===== config.mk =====
export PLATFORM = sky130hd
export DESIGN_NAME = wait_rdy_gen
export DESIGN_NICKNAME = d
export VERILOG_FILES = /design/src/rtl/wait_rdy_pkg.sv /design/src/rtl/wait_ack_sync.sv /design/src/rtl/wait_cnt_pick.sv /design/src/rtl/wait_ctrl.sv /design/src/rtl/wait_rdy_gen.sv
export SDC_FILE = /design/constraint.sdc
export NUM_CORES = 1
export LEC_CHECK = 0
export ABC_AREA = 1
export CORE_MARGIN = 4
export CORE_UTILIZATION = 40
export CTS_BUF_LIST = sky130_fd_sc_hd__clkbuf_4
export DETAILED_ROUTE_END_ITERATION = 6
export DONT_BUFFER_PORTS = 1
export MAX_ROUTING_LAYER = met4
export PLACE_DENSITY = 0.59
export SETUP_SLACK_MARGIN = 0.5
export SYNTH_ARGS = -nofsm -noshare
export SYNTH_HDL_FRONTEND = slang
export SYNTH_SLANG_ARGS = --single-unit
export TNS_END_PERCENT = 5

===== constraint.sdc =====
create_clock -name clk_i -period 1.4 [get_ports clk_i]
set_input_delay 0.21 -clock clk_i [delete_from_list [all_inputs] [get_ports clk_i]]
set_output_delay 0.21 -clock clk_i [all_outputs]
set_load 0.005 [all_outputs]

===== src/rtl/wait_rdy_pkg.sv =====
package wait_rdy_pkg;
  typedef enum logic [1:0] {
    ST_IDLE = 2'd0,
    ST_WAIT = 2'd1,
    ST_ACK  = 2'd2
  } wst_e;
endpackage


===== src/rtl/wait_ack_sync.sv =====
module wait_ack_sync #(
  parameter int STAGES = 2
) (
  input  logic clk_i,
  input  logic rst_ni,
  input  logic d_ni,
  output logic q_o
);
  logic [STAGES-1:0] sh_q;

  always_ff @(posedge clk_i or negedge rst_ni) begin
    if (!rst_ni) sh_q <= '0;
    else         sh_q <= {sh_q[STAGES-2:0], ~d_ni};
  end

  assign q_o = sh_q[STAGES-1];
endmodule


===== src/rtl/wait_cnt_pick.sv =====
module wait_cnt_pick #(
  parameter int NUM_DEV = 4,
  parameter int CNT_W   = 8,
  parameter logic [NUM_DEV-1:0][CNT_W-1:0] DEV_WAIT = '0,
  parameter logic [CNT_W-1:0] TIMEOUT = '1
) (
  input  logic [NUM_DEV-1:0] sel_i,
  output logic [CNT_W-1:0]   cnt_o
);
  // lowest set select bit wins; none selected falls back to timeout
  always_comb begin
    cnt_o = TIMEOUT;
    for (int i = NUM_DEV - 1; i >= 0; i--) begin
      if (sel_i[i]) cnt_o = DEV_WAIT[i];
    end
  end
endmodule


===== src/rtl/wait_ctrl.sv =====
module wait_ctrl
  import wait_rdy_pkg::*;
#(
  parameter int CNT_W = 8
) (
  input  logic             clk_i,
  input  logic             rst_ni,
  input  logic             start_i,
  input  logic             ack_dev_i,
  input  logic [CNT_W-1:0] load_i,
  input  logic             ack_i,
  output logic             rdy_o
);
  wst_e             st_q;
  logic [CNT_W-1:0] cnt_q;
  logic             rdy_q;

  always_ff @(posedge clk_i or negedge rst_ni) begin
    if (!rst_ni) begin
      st_q  <= ST_IDLE;
      cnt_q <= '0;
      rdy_q <= 1'b0;
    end else begin
      rdy_q <= 1'b0;
      unique case (st_q)
        ST_IDLE: if (start_i) begin
          if (ack_dev_i) st_q <= ST_ACK;
          else begin
            st_q  <= ST_WAIT;
            cnt_q <= load_i;
          end
        end
        ST_WAIT: if (cnt_q == '0) begin
          rdy_q <= 1'b1;
          st_q  <= ST_IDLE;
        end else begin
          cnt_q <= cnt_q - 1'b1;
        end
        ST_ACK: if (ack_i) begin
          rdy_q <= 1'b1;
          st_q  <= ST_IDLE;
        end
        default: st_q <= ST_IDLE;
      endcase
    end
  end

  assign rdy_o = rdy_q;


  rdy_single_chk: assert property (@(posedge clk_i) disable iff (!rst_ni)
    rdy_q |=> !rdy_q);

  cnt_load_chk: assert property (@(posedge clk_i) disable iff (!rst_ni)
    (st_q == ST_IDLE && start_i && !ack_dev_i) |=> (st_q == ST_WAIT && cnt_q == $past(load_i)));

  cnt_step_chk: assert property (@(posedge clk_i) disable iff (!rst_ni)
    (st_q == ST_WAIT && cnt_q != '0) |=> (st_q == ST_WAIT && cnt_q == $past(cnt_q) - 1'b1 && !rdy_q));

  ack_pass_chk: assert property (@(posedge clk_i) disable iff (!rst_ni)
    (st_q == ST_ACK && ack_i) |=> rdy_q);

  ack_hold_chk: assert property (@(posedge clk_i) disable iff (!rst_ni)
    (st_q == ST_ACK && !ack_i) |=> (!rdy_q && st_q == ST_ACK));
endmodule


===== src/rtl/wait_rdy_gen.sv =====
module wait_rdy_gen #(
  parameter int NUM_DEV = 4,
  parameter int CNT_W   = 8,
  parameter logic [NUM_DEV-1:0][CNT_W-1:0] DEV_WAIT = {8'd0, 8'd5, 8'd2, 8'd0},
  parameter int ACK_DEV = 3,
  parameter logic [CNT_W-1:0] TIMEOUT = 8'd12,
  parameter int SYNC_STAGES = 2
) (
  input  logic               clk_i,
  input  logic               rst_ni,
  input  logic               ads_ni,
  input  logic [NUM_DEV-1:0] dev_sel_i,
  input  logic               dtack_ni,
  output logic               rdy_no
);
  logic [CNT_W-1:0] load;
  logic             ack_s;
  logic             rdy;

  wait_ack_sync #(.STAGES(SYNC_STAGES)) u_sync (
    .clk_i (clk_i),
    .rst_ni(rst_ni),
    .d_ni  (dtack_ni),
    .q_o   (ack_s)
  );

  wait_cnt_pick #(
    .NUM_DEV (NUM_DEV),
    .CNT_W   (CNT_W),
    .DEV_WAIT(DEV_WAIT),
    .TIMEOUT (TIMEOUT)
  ) u_pick (
    .sel_i(dev_sel_i),
    .cnt_o(load)
  );

  wait_ctrl #(.CNT_W(CNT_W)) u_ctrl (
    .clk_i    (clk_i),
    .rst_ni   (rst_ni),
    .start_i  (!ads_ni),
    .ack_dev_i(dev_sel_i[ACK_DEV]),
    .load_i   (load),
    .ack_i    (ack_s),
    .rdy_o    (rdy)
  );

  assign rdy_no = ~rdy;


  rst_rdy_chk: assert property (@(posedge clk_i) !rst_ni |-> rdy_no);
endmodule


# == Yosys cells after proc, flatten, opt, wreduce, memory -nomap -nowiden ==
# Cells that the tools add are included.
# totals
reg_bits,13
in_bits,8
out_inout_bits,1
elab_cells,34
# op_classes
add_sub_neg,1
n_eq_ne,7
muxes,15
bitwise_logic,2
reduce_logical,5
# op_table
cell,count
two-way mux 8 bit,3
case mux 8 bit (2 select lines),1
two-way mux 4 bit,3
zero test 8 bit,1
two-way mux 2 bit,4
!= test 2 bit (second input constant),4
subtractor 8 x 1 -> 8 bit (second input constant),1
case mux 2 bit (3 select lines),1
AND reduction 4 bit,1
AND reduction 3 bit,1
== test 2 x 1 -> 1 bit (second input constant),1
== test 2 bit (second input constant),1
zero test 2 bit,1
two-way mux 1 bit,2
!= test 2 x 1 -> 1 bit (second input constant),1
inverter 1 bit,2
case mux 1 bit (2 select lines),1
nonzero test 2 bit,1

# == Logic depth before layout (Yosys ltp) ==
# depth
depth_word,6
ltp_mapped,9
mapped_depth_nobuf,9

# == Cells and area by module ==
# A second synthesis with hierarchy kept.
# hier_totals
hier_cells,134
hier_area_um2,917.1
# by_module_without_submodules
module,instances,cells_each,area_per_inst_um2,seq_area_each_um2
wait_ctrl,1,113,778.2,275.3
wait_cnt_pick,1,16,77.6,0.0
wait_ack_sync,1,3,53.8,50.0
wait_rdy_gen,1,2,7.5,0.0

# == Least setup slack after synthesis ==
# Ideal clock, no wire load.
# synth_timing
path_type,flip-flop to flip-flop
start,reg u_ctrl.st_q[1]
end,reg u_ctrl.cnt_q[2]
setup_time_ps,127
t_arrival_ps,1247
t_required_ps,1273
slack_ps,27
path_stages_with_launch,10
n_path_buf,2
synth_period_minus_slack_ps,1373
path_cell_list,dfrtp_1 inv_1 ha_1 buf_2 o21ai_0 nor2_1 nand2_2 buf_6 nand2_1 o21ai_0
# synth_between
elab_chain_cells,3
word_cells_on_any_way,8
classes_between,eq/ne: 4; mux: 1; reduce/logical: 3
# synth_rtl
item,line,rtl
start: declaration,wait_ctrl.sv:14,wst_e st_q;
start signal: assignment,wait_ctrl.sv:20,st_q <= ST_IDLE;
start signal: assignment,wait_ctrl.sv:27,if (ack_dev_i) st_q <= ST_ACK;
start signal: assignment,wait_ctrl.sv:29,st_q <= ST_WAIT;
== test 2 x 1 -> 1 bit / zero test 2 bit (equally long branches),wait_ctrl.sv:25,unique case (st_q)
!= test 2 bit (no line) / nonzero test 2 bit (equally long branches),n/a,
AND reduction 4 bit (no line),n/a,
end signal: assignment,wait_ctrl.sv:30,cnt_q <= load_i;
end signal: assignment,wait_ctrl.sv:37,cnt_q <= cnt_q - 1'b1;
end: declaration,wait_ctrl.sv:15,logic [CNT_W-1:0] cnt_q;
# Several ways; a longest one is shown, not always the timed one.
# A chain may end at the register's enable or synchronous reset.

# == Worst setup path in the final report ==
# layout_timing
start,reg u_ctrl.st_q[0]
end,reg u_ctrl.cnt_q[2]
# Same word-level chain as after synthesis.

==> metrics.yaml <==
postSynthAreaPerCell_um2: 7.23
via_per_inst: 4.89
nets: 149
relSlewSlack: 0.590
failed_checks: "negative hold slack, negative setup slack"
firstDrtPassIters: 5
nFillCells: 150
clkTransAtPathRegs_ns: 0.09
run_status: "finished, violations left"
total_power_uw: 2530
min_period_over_period: 1.04
cp_cell_sequence: "inv_2 -> ha_4 -> nand2_2 -> o21ai_1 -> nor2_1 -> nand2_2 -> buf_4 -> nand2_1 -> o21ai_1"
power.share.switching: 0.443
insertion_delay_ns: 0.28
yosysMostFrequentCell: "nand2_1"
initial_core_util: 0.442
cpPeakStageDelay_ns: 0.43
ys_ff_latch: 13
holdWs_ns: -0.000817
globalRouteOverflowTotal: 0
crit_arrival_ns: 1.62
clock-sinks: 13
crit_required_ns: 1.57
diodes: 0
hold_violations: 6
seqPwrFrac: 0.222
power.switching_uw: 1120
yosysTopAreaCell: "dfrtp_1"
die_w_um: 52.6
cts_made_buffers: 3
clock-root-buffer: "clkbuf_4"
synth_ff_type: "dfrtp_1"
io_buffers: 0
core_area_um2: 1800
syn_area_um2: 796
syn_inst: 110
vias: 783
synth_edf_count: 0
vdd_ir_drop_max_mv: 1.37
fin_skew_ns: 0.000443
dieArea_um2: 2770
drive_gt1_frac: 0.393
cap_violations: 0
wl_per_cell_um: 12.6
cp-end-kind: "flip-flop"
min_period_ns: 1.45
area_growth_pct: 47.3
antenna_left: 0
clk_path_buf_depth: 2
fp.dieH_um: 52.6
synth_top_area_frac: 0.409
fmax_ghz: 0.689
rows: 15
leakage_uw: 0.000583
worst_setup_path_start_kind: "flip-flop"
worstPathMaxFanout: 4
synth_nets: 123
report.final.setup_viol: 8
post-route-drc-count: 0
synth.distinct_cells: 17
gp_congestion: 0.884
async_flop_share: 1.00
rsz0062_at_grt: "true"
clkPwrFrac: 0.095
worst_slew_pin_slew_ns: 0.615
initialDrtViolationCount: 19
path_class: "reg2reg"
cts_tree: "yes"
utilization: 0.651
h-tree-depth: 1
dp_hpwl_um: 1300
finalWorstSetupSlack_ns: -0.0514
antenna_found_initial: 0
cp_slowest_cell: "dfrtp_1"
yosysWarnings: 0
p_int_uw: 1410
p_per_area_nw_per_um2: 2160
netlist_top_cells_count: "nand2_1, inv_1, dfrtp_1, nor2_1"
p_comb_frac: 0.684
grt_max_degree: 14
grt_pass1_wl_um: 3290
hold_class: "in2async"
wl_um: 2010
grt_pass1_vias: 767
slew_violations: 0
seq_area_frac_synth: 0.409
ios: 9
ys_top_cells_by_area: "dfrtp_1, nand2_1, inv_1, ha_1, nand3_1"
grt_usage: 0.168
pre_cts_slack_ns: -0.0294
[logic make-up after synthesis]
logic type,after synthesis,synth area share
AOI/OAI and AO/OA,16,0.104
xor gates and xnor gates,2,0.0220
adders and majority gates,5,0.0786
buffers and inverters,20,0.105
DFF,13,0.409
and+or+nand+nor,54,0.281
[layout make-up]
type                       count  area (um^2)  share of cell area
multi-input combinational     77          524               0.447
sequential                    13          325               0.277
timing repair buffer          23          196               0.168
inverter                      18         67.6              0.0576
tap                           25         31.3              0.0267
clock buffer                   3         22.5              0.0192
clock inverter                 1         5.00             0.00427
[metal layers]
metal | global-route usage | share of wire | up-vias
met4 | 0.0638 | 0.0095 | 0
met5 | - | 0 | -
li1 | - | - | 395
met3 | 0.0342 | 0.050 | 4
met2 | 0.267 | 0.49 | 26
met1 | 0.208 | 0.45 | 358
[flip-flops by register name, indices dropped and copies added, names as in the netlist]
signal,cells
u_sync.sh_q,2
u_ctrl.rdy_o,1
u_ctrl.cnt_q,8
u_ctrl.st_q,2
[cell usage in the layout (no fill, tap or decap), types with 2 or more instances in the layout]
cell      synthesis  layout
nor2_1            9       7
xor2_1            2       2
o21ai_1           4       5
inv_1            18      14
nand2_1          32      26
nand2_2           1       6
nand3_1           8       7
a21oi_2           0       2
inv_2             0       4
buf_4             0      19
o21ai_2           0       3
clkbuf_4          0       3
nor2_2            2       3
ha_4              0       4
dfrtp_1          13      13
o21ai_0           8       3
[metrics by stage]
step / setup TNS (ns) / instance area, um^2 / hold WS (ns) / cells
final: -0.260 / 1170 / -0.000817 / 160
after CTS: 0 / 1070 / 0.0904 / 159
after floorplan: 0 / 805 / -0.0856 / 110
after global placement: -0.0234 / 953 / -0.0851 / 150
after global routing: -0.998 / 1170 / 0.0390 / 160
after detailed placement: -0.0780 / 953 / -0.0851 / 150
[repair_timing]
action                     4_1_cts  5_1_grt
setup endpoints to repair       12       17
hold buffers                     2        0
resized for setup               16       22
pin swaps                        6        9
cloned                           0        0
hold endpoints to repair        14        0
buffers inserted                 3        1
[power by group through the flow]
stage          registers (uW)  logic, uW  clock network (uW)
6_report                  560       1730                 240
5_1_grt                   572       1910                 268
4_1_cts                   550       1450                 250
3_5_place_dp              550       1230                   0
3_3_place_gp              548       1220                   0
2_1_floorplan             554        767                   0
[worst max-delay path: cells and delay by family, from the launching register on]
family | cells | cell delay, ns
flip-flops | 1 | 0.43
AND/OR/NAND/NOR | 4 | 0.36
AO/OA/AOI/OAI | 2 | 0.13
adder cells (fa/ha/maj) | 1 | 0.18
buffers and inverters | 2 | 0.24
[worst paths after layout]
check	startpoint	end	slack, ns	depth (start not counted)
min	rst_ni	u_ctrl.cnt_q[6]	-0.0008	1
min reg2reg	u_sync.sh_q[0]	u_sync.sh_q[1]	0.36	0
max reg2reg	u_ctrl.st_q[0]	u_ctrl.cnt_q[2]	-0.05	9
max in group asynchronous	rst_ni	u_ctrl.cnt_q[3]	1.01	1
max	u_ctrl.st_q[0]	u_ctrl.cnt_q[2]	-0.05	9
min in group clk_i	dev_sel_i[3]	u_ctrl.st_q[1]	0.10	2
No activity file was read; power rests on OpenSTA's default activity.
